## src/rtl/rdy_edge_irq_pkg.sv

```systemverilog
package rdy_edge_irq_pkg;
  localparam int unsigned STAT_W     = 4;
  localparam int unsigned REG_W      = 8;
  localparam int unsigned MASTER_BIT = 7;

  typedef enum logic {
    SEL_STATUS = 1'b0,
    SEL_MASK   = 1'b1
  } reg_sel_e;
endpackage

```

## src/rtl/rdy_edge_sync.sv

```systemverilog
module rdy_edge_sync #(
  parameter int unsigned SYNC_STAGES = 2
) (
  input  logic clk,
  input  logic rst,
  input  logic async_i,
  output logic rise_o
);
  logic [SYNC_STAGES-1:0] sync_q;
  logic                   hist_q;

  generate
    for (genvar s = 0; s < SYNC_STAGES; s++) begin : g_stage
      always_ff @(posedge clk) begin
        if (rst) begin
          sync_q[s] <= 1'b0;
        end else begin
          if (s == 0) sync_q[s] <= async_i;
          else        sync_q[s] <= sync_q[(s == 0) ? 0 : s-1];
        end
      end
    end
  endgenerate

  always_ff @(posedge clk) begin
    if (rst) hist_q <= 1'b0;
    else     hist_q <= sync_q[SYNC_STAGES-1];
  end

  assign rise_o = sync_q[SYNC_STAGES-1] & ~hist_q;
endmodule

```

## src/rtl/rdy_sticky_bits.sv

```systemverilog
module rdy_sticky_bits #(
  parameter int unsigned WIDTH = 4
) (
  input  logic             clk,
  input  logic             rst,
  input  logic [WIDTH-1:0] set_i,
  input  logic [WIDTH-1:0] clr_i,
  output logic [WIDTH-1:0] pend_o
);
  generate
    for (genvar b = 0; b < WIDTH; b++) begin : g_bit
      always_ff @(posedge clk) begin
        if (rst)           pend_o[b] <= 1'b0;
        else if (set_i[b]) pend_o[b] <= 1'b1;
        else if (clr_i[b]) pend_o[b] <= 1'b0;
      end
    end
  endgenerate
endmodule

```

## src/rtl/rdy_irq_gate.sv

```systemverilog
module rdy_irq_gate #(
  parameter int unsigned STAT_W     = 4,
  parameter int unsigned REG_W      = 8,
  parameter int unsigned MASTER_BIT = 7
) (
  input  logic              clk,
  input  logic              rst,
  input  logic [STAT_W-1:0] pend_i,
  input  logic [REG_W-1:0]  mask_i,
  output logic              irq_o
);
  logic any_hit;
  assign any_hit = |(pend_i & mask_i[STAT_W-1:0]);

  always_ff @(posedge clk) begin
    if (rst) irq_o <= 1'b0;
    else     irq_o <= mask_i[MASTER_BIT] & any_hit;
  end
endmodule

```

## src/rtl/rdy_edge_irq.sv

```systemverilog
module rdy_edge_irq
  import rdy_edge_irq_pkg::*;
#(
  parameter int unsigned SYNC_STAGES = 2
) (
  input  logic              clk,
  input  logic              rst,
  input  logic              rdy_busy_i,
  input  logic [STAT_W-1:1] evt_i,
  input  logic              wr_en_i,
  input  logic              addr_i,
  input  logic [REG_W-1:0]  wr_data_i,
  output logic [REG_W-1:0]  rd_data_o,
  output logic              irq_o
);
  localparam int unsigned PAD_W = REG_W - STAT_W;

  logic              rdy_rise;
  logic [STAT_W-1:0] set_vec;
  logic [STAT_W-1:0] clr_vec;
  logic [STAT_W-1:0] pend_q;
  logic [REG_W-1:0]  mask_q;
  logic              stat_wr;
  logic              mask_wr;

  assign stat_wr = wr_en_i && (reg_sel_e'(addr_i) == SEL_STATUS);
  assign mask_wr = wr_en_i && (reg_sel_e'(addr_i) == SEL_MASK);

  rdy_edge_sync #(.SYNC_STAGES(SYNC_STAGES)) u_sync (
    .clk     (clk),
    .rst     (rst),
    .async_i (rdy_busy_i),
    .rise_o  (rdy_rise)
  );

  assign set_vec = {evt_i, rdy_rise};
  assign clr_vec = stat_wr ? wr_data_i[STAT_W-1:0] : '0;

  rdy_sticky_bits #(.WIDTH(STAT_W)) u_pend (
    .clk    (clk),
    .rst    (rst),
    .set_i  (set_vec),
    .clr_i  (clr_vec),
    .pend_o (pend_q)
  );

  always_ff @(posedge clk) begin
    if (rst)          mask_q <= '0;
    else if (mask_wr) mask_q <= wr_data_i;
  end

  rdy_irq_gate #(.STAT_W(STAT_W), .REG_W(REG_W), .MASTER_BIT(MASTER_BIT)) u_irq (
    .clk    (clk),
    .rst    (rst),
    .pend_i (pend_q),
    .mask_i (mask_q),
    .irq_o  (irq_o)
  );

  always_ff @(posedge clk) begin
    if (rst)                               rd_data_o <= '0;
    else if (reg_sel_e'(addr_i) == SEL_MASK) rd_data_o <= mask_q;
    else                                   rd_data_o <= {{PAD_W{1'b0}}, pend_q};
  end
endmodule

```

## config.mk

```make
export PLATFORM = sky130hd
export DESIGN_NAME = rdy_edge_irq
export DESIGN_NICKNAME = d
export VERILOG_FILES = /design/src/rtl/rdy_edge_irq_pkg.sv /design/src/rtl/rdy_edge_sync.sv /design/src/rtl/rdy_sticky_bits.sv /design/src/rtl/rdy_irq_gate.sv /design/src/rtl/rdy_edge_irq.sv
export SDC_FILE = /design/constraint.sdc
export NUM_CORES = 1
export LEC_CHECK = 0
export ABC_CLOCK_PERIOD_IN_PS = 1600
export BUFFER_PORTS_ARGS = -buffer_cell sky130_fd_sc_hd__buf_2
export CORE_MARGIN = 10
export CORE_UTILIZATION = 40
export DETAILED_ROUTE_END_ITERATION = 6
export PLACE_DENSITY = 0.66
export SLEW_MARGIN = 30
export SYNTH_ARGS = -nofsm -noshare
export SYNTH_HDL_FRONTEND = slang
export SYNTH_SLANG_ARGS = --single-unit
```

## constraint.sdc

```tcl
create_clock -name clk -period 1.6 [get_ports clk]
set_clock_uncertainty 0.1 [all_clocks]
set_input_delay 0.08 -clock clk [delete_from_list [all_inputs] [get_ports clk]]
set_output_delay 0.08 -clock clk [all_outputs]
set_load 0.01 [all_outputs]
```

==> reports/results.txt, run 1 <==
outcome: completed
synth warn: 0
Floorplan Core Area: 0.00198 sq mm
top_reg_cell synth: dfxtp_1
synthesized netlist net count: 102
Max Buffers Root-to-Sink: 2
Max H-tree Level: 1
Area growth syn-to-layout: 36.7%
total wire length: 1830 um
area of combinational cells with multiple inputs: 325 sq um
FF-to-FF End: u_pend.pend_o[2]
critical path's largest stage delay: 0.58 ns
Post-DRT Antenna Nets: 0
top-level port count: 25
CP max FO: 2
Layout Utilization: 0.585
clock-pin slew of the registers on the worst-case setup and hold paths: 0.13 ns
Hold Slack: 0.0494 ns
Max Clk Rate: 0.688 GHz
CTS buffer count: 3
antenna violations before repair: 0
per-instance average area after synthesis: 9.86 sq um
power per unit of standard cell area: 1020 mW/mm^2
Worst Tran Pin Value: 0.333 ns
Final GP Congestion: 0.707
Worst EP required: 1.71 ns
grt total ovfl: 0
start point of the worst min-delay path: wr_en_i
nets: 141
Global Route Usage Sum: 0.0909
Post-CTS Setup Repair Bufs: 0
number of sinks driven by the clock tree: 24
worst path cell trace: dlygate4sd3_1, buf_2, nand3b_1, a21oi_1, dlygate4sd3_1, nor2_1
number of distinct library cells after synthesis: 17
worst-case vdd ir drop: 0.688 mV
proportion of synthesized flip-flops having asynchronous set or reset: 0
pin count of the biggest net entering global routing: 21
Final Hold Vio Count: 0
count of buffers from port buffering: 24
biggest area contributors in the synthesized netlist: dfxtp_1, a21oi_1, mux2i_1
fin. max-slew vios: 0
post_cts resized: 0
final worst path period need: 1.45 ns
arrival time of data at the critical path endpoint: 1.56 ns
slack of the worst reg-to-reg path: 0.28 ns
post-synth design cell area: 848 sq um
area taken by flip-flops and latches: 480 sq um
category of the most critical setup path: in2reg
average via count per standard cell: 4.81
Die Height: 66.1 um
Clock Root Buffer: clkbuf_4
sum of negative setup slack: 0 ns
horizontal die dimension: 66.1 um
DRT iter0 DRCs: 8
Reg2Reg Launch Point: u_pend.pend_o[2]
share of final-layout standard cells stronger than drive strength 1: 0.250
endpoint kind of the worst setup timing path: flop
post-detail-place hpwl: 1280 um
Worst Hold End: mask_q[1]
startpoint kind of the worst setup timing path: input port
via count of the first global-routing pass: 746
antenna fix cells: 0
routed len/inst: 12.1 um
area share of the leading cell type in the synthesized netlist: 0.566
depth of the worst hold-timing path: 3
clock latency of the later-clocked register in the worst-skew pair: 0.30 ns
number of synthesized flops with an enable pin: 0
vias after detailed routing: 727
path depth of the worst reg2reg path: 3
cell repeated most along the worst path: dlygate4sd3_1
number of placement rows: 16
Post-synth top cells: dfxtp_1, a21oi_1, nand2_1, nand3_1, nor2_1
post-layout instance count excluding filler cells: 151
TritonRoute pass-1 iters: 4
number of flip-flops and latches in the synthesized netlist: 24
overall die area: 0.00436 sq mm
cell count after placement: 133
RSZ-0062 raised after global routing: false
wire length of the first global-routing pass: 3200 um
proportion of synthesized chip area in sequential cells: 0.566
most frequent cell after synthesis: dfxtp_1
initial core utilization: 0.428
Max-Cap Viols: 0
worst relative slew slack: 0.778
synthesized instance count: 86
largest area contributor in the synthesized netlist: dfxtp_1
TritonCTS clock tree: yes
slowest CP cell: dlygate4sd3_1
LEAKAGE: 0.000510 uW
fillcell total: 188
path category of the worst min-delay check: in2reg
post-route DRC violation count: 0
Tcrit/Tclk final: 0.908
count of final setup violators: 0
## layer usage
layer / GRT usage / vias to the layer above / wire length [um]
met5: 0 / - / 0
met4: 0.0471 / 0 / 16
met3: 0.0356 / 2 / 129
met2: 0.155 / 13 / 919
met1: 0.0947 / 344 / 762
li1: - / 368 / -
## power breakdown
part | leakage [uW] | switching [uW] | internal, uW | total [uW]
Sequential | 0.000197 | 14.3 | 623 | 637
Combinational | 0.000286 | 53.8 | 66.4 | 120
Clock | 0.0000279 | 174 | 253 | 427
Total | 0.000510 | 242 | 942 | 1180
## repair_timing
action / CTS / global route
endpoints found under the hold margin: 12 / 0
hold buffers: 14 / 0
endpoints found under the setup margin: 0 / 0
## cell type report
type / instances / area share
Tap cell: 27 / 0.0291
Multi-Input combinational cell: 57 / 0.280
Timing Repair Buffer: 39 / 0.231
Sequential cell: 24 / 0.414
Clock inverter: 1 / 0.0259
Clock buffer: 3 / 0.0194
## worst max-delay path: cells and delay by family
family | cells | cell delay [ns]
simple gates | 2 | 0.11
compound gates | 1 | 0.17
buf+inv | 3 | 1.21
## logic make-up after synthesis
group,synth area share
AO/OA/AOI/OAI,0.0988
flip-flops,0.566
multiplexers,0.0472
buffers and inverters,0.0501
AND/OR/NAND/NOR,0.237
## flip-flops by register name (all words and copies together) (netlist names)
signal and flops:
u_sync.hist_q 1, u_sync.sync_q 2, u_irq.irq_o 1, u_pend.pend_o 4, mask_q 8, rd_data_o 8
## how the worst max path moves through the flow
stage | start | cells after the start | end | slack (ns)
2_1_floorplan | mask_q[0] | 3 | u_irq.irq_o | 0.64
3_3_place_gp | mask_q[0] | 3 | u_irq.irq_o | 0.62
3_5_place_dp | mask_q[0] | 3 | u_irq.irq_o | 0.60
4_1_cts | wr_data_i[3] | 6 | u_pend.pend_o[3] | 0.20
5_1_grt | wr_data_i[2] | 6 | u_pend.pend_o[2] | 0.13
6_report | wr_data_i[2] | 6 | u_pend.pend_o[2] | 0.15
## per-stage QoR
stage	instance area, sq um	worst slack (ns)	power, uW
floorplan	848	0.639	710
global placement	967	0.624	740
detailed placement	967	0.595	744
CTS	1160	0.203	1200
global route	1160	0.131	1230
finish	1160	0.147	1180
## cells in the final DEF, fill, tap and decap left out
| master | instances |
|---|---|
| buf_2 | 24 |
| dfxtp_1 | 24 |
| dlygate4sd3_1 | 14 |
| a21oi_1 | 12 |
| nor2_1 | 8 |
| nand3_1 | 8 |
| nand2_1 | 8 |
| nand3b_1 | 4 |
| mux2i_1 | 4 |
| nor2b_1 | 4 |
| and2_1 | 4 |
| clkbuf_4 | 3 |
| a22o_1 | 1 |
| a221oi_2 | 1 |
| nor3b_1 | 1 |
| nand2_2 | 1 |
| and2b_1 | 1 |
| bufinv_16 | 1 |
| buf_4 | 1 |
No activity file was read; power rests on OpenSTA's default activity.
==> inputs of run 2 (changes only) <==
- BUFFER_PORTS_ARGS: -buffer_cell sky130_fd_sc_hd__buf_2 -> unset
- CORE_UTILIZATION: 40 -> 50
- DONT_BUFFER_PORTS: unset -> 1
- PLACE_DENSITY: 0.66 -> 0.67
==> reports/results.txt, run 2 (synthesis gave the netlist of run 1 again) <==
post_cts resized: 0
outcome: completed
final worst path period need: 1.45 ns
endpoint kind of the worst setup timing path: flop
via count of the first global-routing pass: 627
Area growth syn-to-layout: 21.7%
share of final-layout standard cells stronger than drive strength 1: 0.0588
path category of the worst min-delay check: in2reg
fin. max-slew vios: 0
Max Clk Rate: 0.690 GHz
Buffers & Inverters on Critical Path: 1
startpoint kind of the worst setup timing path: input port
area of combinational cells with multiple inputs: 325 sq um
critical path's largest stage delay: 0.94 ns
initial core utilization: 0.544
pin count of the biggest net entering global routing: 21
arrival time of data at the critical path endpoint: 1.51 ns
nets: 119
most used cells in the layout excluding fill and tap cells: dfxtp_1, dlygate4sd3_1, a21oi_1
top-level port count: 25
DRT iter0 DRCs: 8
post-layout instance count excluding filler cells: 118
horizontal die dimension: 61.2 um
sum of negative setup slack: 0 ns
wire length of the first global-routing pass: 3040 um
routed len/inst: 15.6 um
grt total ovfl: 0
leading registers by flop count: mask_q: 8 flops, rd_data_o: 8 flops, u_pend.pend_o: 4 flops
Floorplan Core Area: 0.00156 sq mm
largest delay contributor family on the critical path: buffers and inverters
LEAKAGE: 0.000397 uW
post-detail-place hpwl: 1120 um
power per unit of standard cell area: 1010 mW/mm^2
CP max FO: 16
total wire length: 1840 um
overall die area: 0.00374 sq mm
TritonCTS clock tree: yes
fillcell total: 137
Clock Root Buffer: clkbuf_4
post-route DRC violation count: 0
Max-Cap Viols: 0
antenna fix cells: 0
worst relative slew slack: 0.526
RSZ-0062 raised after global routing: false
slowest CP cell: dlygate4sd3_1
Tcrit/Tclk final: 0.905
average via count per standard cell: 5.32
Final Hold Vio Count: 0
Max Buffers Root-to-Sink: 2
area taken by flip-flops and latches: 480 sq um
clock latency of the later-clocked register in the worst-skew pair: 0.30 ns
Worst EP required: 1.66 ns
number of placement rows: 14
CTS buffer count: 3
Global Route Usage Sum: 0.108
Final GP Congestion: 0.675
category of the most critical setup path: in2reg
worst path cell trace: dlygate4sd3_1, nand2_2, nand2_1, a21oi_1
Die Height: 61.2 um
worst-case vdd ir drop: 0.646 mV
count of buffers from port buffering: 0
Max H-tree Level: 1
count of final setup violators: 0
antenna violations before repair: 0
Worst Tran Pin Value: 0.709 ns
TritonRoute pass-1 iters: 4
vias after detailed routing: 628
number of sinks driven by the clock tree: 24
commonest non-fill, non-tap cell in the layout: dfxtp_1
Post-DRT Antenna Nets: 0
clock-pin slew of the registers on the worst-case setup and hold paths: 0.12 ns
cell count after placement: 97
## run 2: cell types whose count changed in the layout (fill, tap and decap cells not counted), sizes merged
| cell | before | now |
|---|---|---|
| bufinv | 1 | 0 |
| dlygate4sd3 | 14 | 17 |
| buf | 25 | 0 |
| clkbuf | 3 | 4 |
## run 2: repair_timing
| item | in CTS | in global routing |
|---|---|---|
| buffers inserted | 0 | 0 |
| hold buffers | 17 | 0 |
| endpoints found under the hold margin | 24 | 0 |
## run 2: stage by stage
step / utilization / area [sq um] / hold slack (ns) / power [uW] / setup WS, ns
after global placement: 0.530 / 826 / 0.0519 / 697 / 0.624
after global routing: 0.662 / 1030 / 0.0421 / 1090 / 0.0231
after floorplan: - / 848 / 0.0974 / 710 / 0.639
after detailed placement: 0.530 / 826 / 0.0544 / 698 / 0.610
final: 0.662 / 1030 / 0.0379 / 1040 / 0.151
after CTS: 0.662 / 1030 / 0.0337 / 1050 / 0.207
## run 2: layer usage
layer  part of all wire  wire, um  global-route usage
met3              0.086       159              0.0514
met4             0.0070        13              0.0489
met1               0.46       850               0.120
met5                  0         0                   0
met2               0.44       820               0.170
## run 2: where the power goes
group | switching [uW] | total, uW | internal (uW)
logic | 44.1 | 95.5 | 51.4
registers | 17.9 | 641 | 623
clock network | 166 | 305 | 139
## run 2: final timing paths
| kind | from | endpoint | slack (ns) | cells after the start |
|---|---|---|---|---|
| setup / recovery | addr_i | mask_q[3] | 0.15 | 4 |
| hold / removal | rst | rd_data_o[4] | 0.04 | 2 |
| setup reg to reg | mask_q[0] | u_irq.irq_o | 0.57 | 3 |
| hold reg to reg | u_sync.sync_q[0] | u_sync.sync_q[1] | 0.35 | 1 |
## run 2: area by class of cell
type / instances / share of cell area
Clock buffer: 4 / 0.0352
Multi-Input combinational cell: 57 / 0.315
Tap cell: 16 / 0.0194
Sequential cell: 24 / 0.465
Timing Repair Buffer: 17 / 0.165
==> inputs of run 3 (changes only) <==
- CTS_BUF_LIST: unset -> sky130_fd_sc_hd__clkbuf_16
==> reports/results.txt, run 3 (synthesis gave the netlist of run 1 again) <==
outcome: completed
via count of the first global-routing pass: 694
antenna fix cells: 0
DRT iter0 DRCs: 15
total power of the final layout: 1270 uW
Max H-tree Level: 1
Final GP Congestion: 0.675
LEAKAGE: 0.000417 uW
Clock Root Buffer: clkbuf_16
overall die area: 0.00374 sq mm
grt total ovfl: 0
commonest non-fill, non-tap cell in the layout: dfxtp_1
sequential share of power: 0.506
Max Clk Rate: 0.747 GHz
Max Buffers Root-to-Sink: 2
horizontal die dimension: 61.2 um
arrival time of data at the critical path endpoint: 1.41 ns
top-level port count: 25
RSZ-0062 raised after global routing: false
wire length of the first global-routing pass: 3220 um
Post-Place Cell Area: 826 sq um
start point of the worst min-delay path: addr_i
count of buffers from port buffering: 0
initial core utilization: 0.544
worst setup path startpoint: wr_data_i[3]
Tcrit/Tclk final: 0.837
sum of negative setup slack: 0 ns
total wire length: 1970 um
Area growth syn-to-layout: 27.9%
CP max FO: 2
Floorplan Core Area: 0.00156 sq mm
TritonCTS clock tree: yes
Worst Tran Pin Value: 0.701 ns
vias after detailed routing: 669
Reg2Reg Launch Point: mask_q[0]
clock network fraction of total power: 0.419
power per unit of standard cell area: 1170 mW/mm^2
TritonRoute pass-1 iters: 4
switch share: 0.205
number of placement rows: 14
Final Hold Vio Count: 0
logic gate share of total power: 0.075
routed len/inst: 16.5 um
NetSw: 261 uW
Max-Cap Viols: 0
share of final-layout standard cells stronger than drive strength 1: 0.0485
path depth of the worst reg2reg path: 3
Worst Hold End: mask_q[2]
endpoint kind of the worst setup timing path: flop
most used cells in the layout excluding fill and tap cells: dfxtp_1, dlygate4sd3_1, a21oi_1
worst-case vdd ir drop: 0.748 mV
antenna violations before repair: 0
Worst EP required: 1.68 ns
Post-CTS Setup Repair Bufs: 0
FF-to-FF End: u_irq.irq_o
clock latency of the later-clocked register in the worst-skew pair: 0.25 ns
worst relative slew slack: 0.531
final worst path period need: 1.34 ns
CTS buffer count: 3
count of final setup violators: 0
Post-DRT Antenna Nets: 0
Die Height: 61.2 um
post-detail-place hpwl: 1120 um
Global Route Usage Sum: 0.113
average via count per standard cell: 5.62
fin. max-slew vios: 0
nets: 120
path category of the worst min-delay check: in2reg
leading registers by flop count: mask_q: 8 flops, rd_data_o: 8 flops, u_pend.pend_o: 4 flops
depth of the worst hold-timing path: 3
category of the most critical setup path: in2reg
startpoint kind of the worst setup timing path: input port
post-route cell area: 0.00108 sq mm
Pint: 1010 uW
post-route DRC violation count: 0
clock-pin slew of the registers on the worst-case setup and hold paths: 0.06 ns
pin count of the biggest net entering global routing: 21
number of sinks driven by the clock tree: 24
slack of the worst reg-to-reg path: 0.52 ns
run 3: worst max-delay path by stage:
stage | endpoint | slack (ns) | cells after the start
3_5_place_dp | u_irq.irq_o | 0.61 | 3
5_1_grt | mask_q[1] | 0.23 | 4
2_1_floorplan | u_irq.irq_o | 0.64 | 3
3_3_place_gp | u_irq.irq_o | 0.62 | 3
4_1_cts | mask_q[1] | 0.31 | 4
6_report | mask_q[3] | 0.26 | 4
run 3: power groups by stage:
stage,Combinational (uW),Sequential [uW],Clock [uW]
after floorplan,59.6,650,0
after global placement,42.8,654,0
after detailed placement,43.7,655,0
after CTS,94.6,642,545
after global routing,106,645,560
final,95.8,642,532
run 3: stage by stage:
stage | worst slack, ns | hold WS, ns | cells | util
floorplan | 0.639 | 0.0974 | 86 | -
global route | 0.226 | 0.0441 | 119 | 0.696
CTS | 0.308 | 0.0101 | 119 | 0.696
global placement | 0.624 | 0.0519 | 97 | 0.530
detailed placement | 0.610 | 0.0544 | 97 | 0.530
finish | 0.261 | 0.00992 | 119 | 0.696
run 3: layout make-up:
type                    instances  area [sq um]
multi-input cells              57           325
repair buffers                 18           180
flip-flops and latches         24           480
clock buffers                   3          75.1
fillers                       125           474
clock inverters                 1          3.75
well taps                      16          20.0
run 3: routing by layer:
layer,vias up,global-route usage,wire (um)
met2,27,0.197,941
met4,0,0.0489,11
met1,316,0.119,805
met3,2,0.0432,208
li1,324,-,-
met5,-,0,0
run 3: timing repair:
action,in CTS,in global routing
gates resized for setup,0,0
hold endpoints to repair,20,0
hold buffers,18,0
run 3: worst max-delay path: stages:
cell           delay [ns]
dlygate4sd3_1        0.56
nand3_1              0.07
dlygate4sd3_1        0.56
a21oi_1              0.14
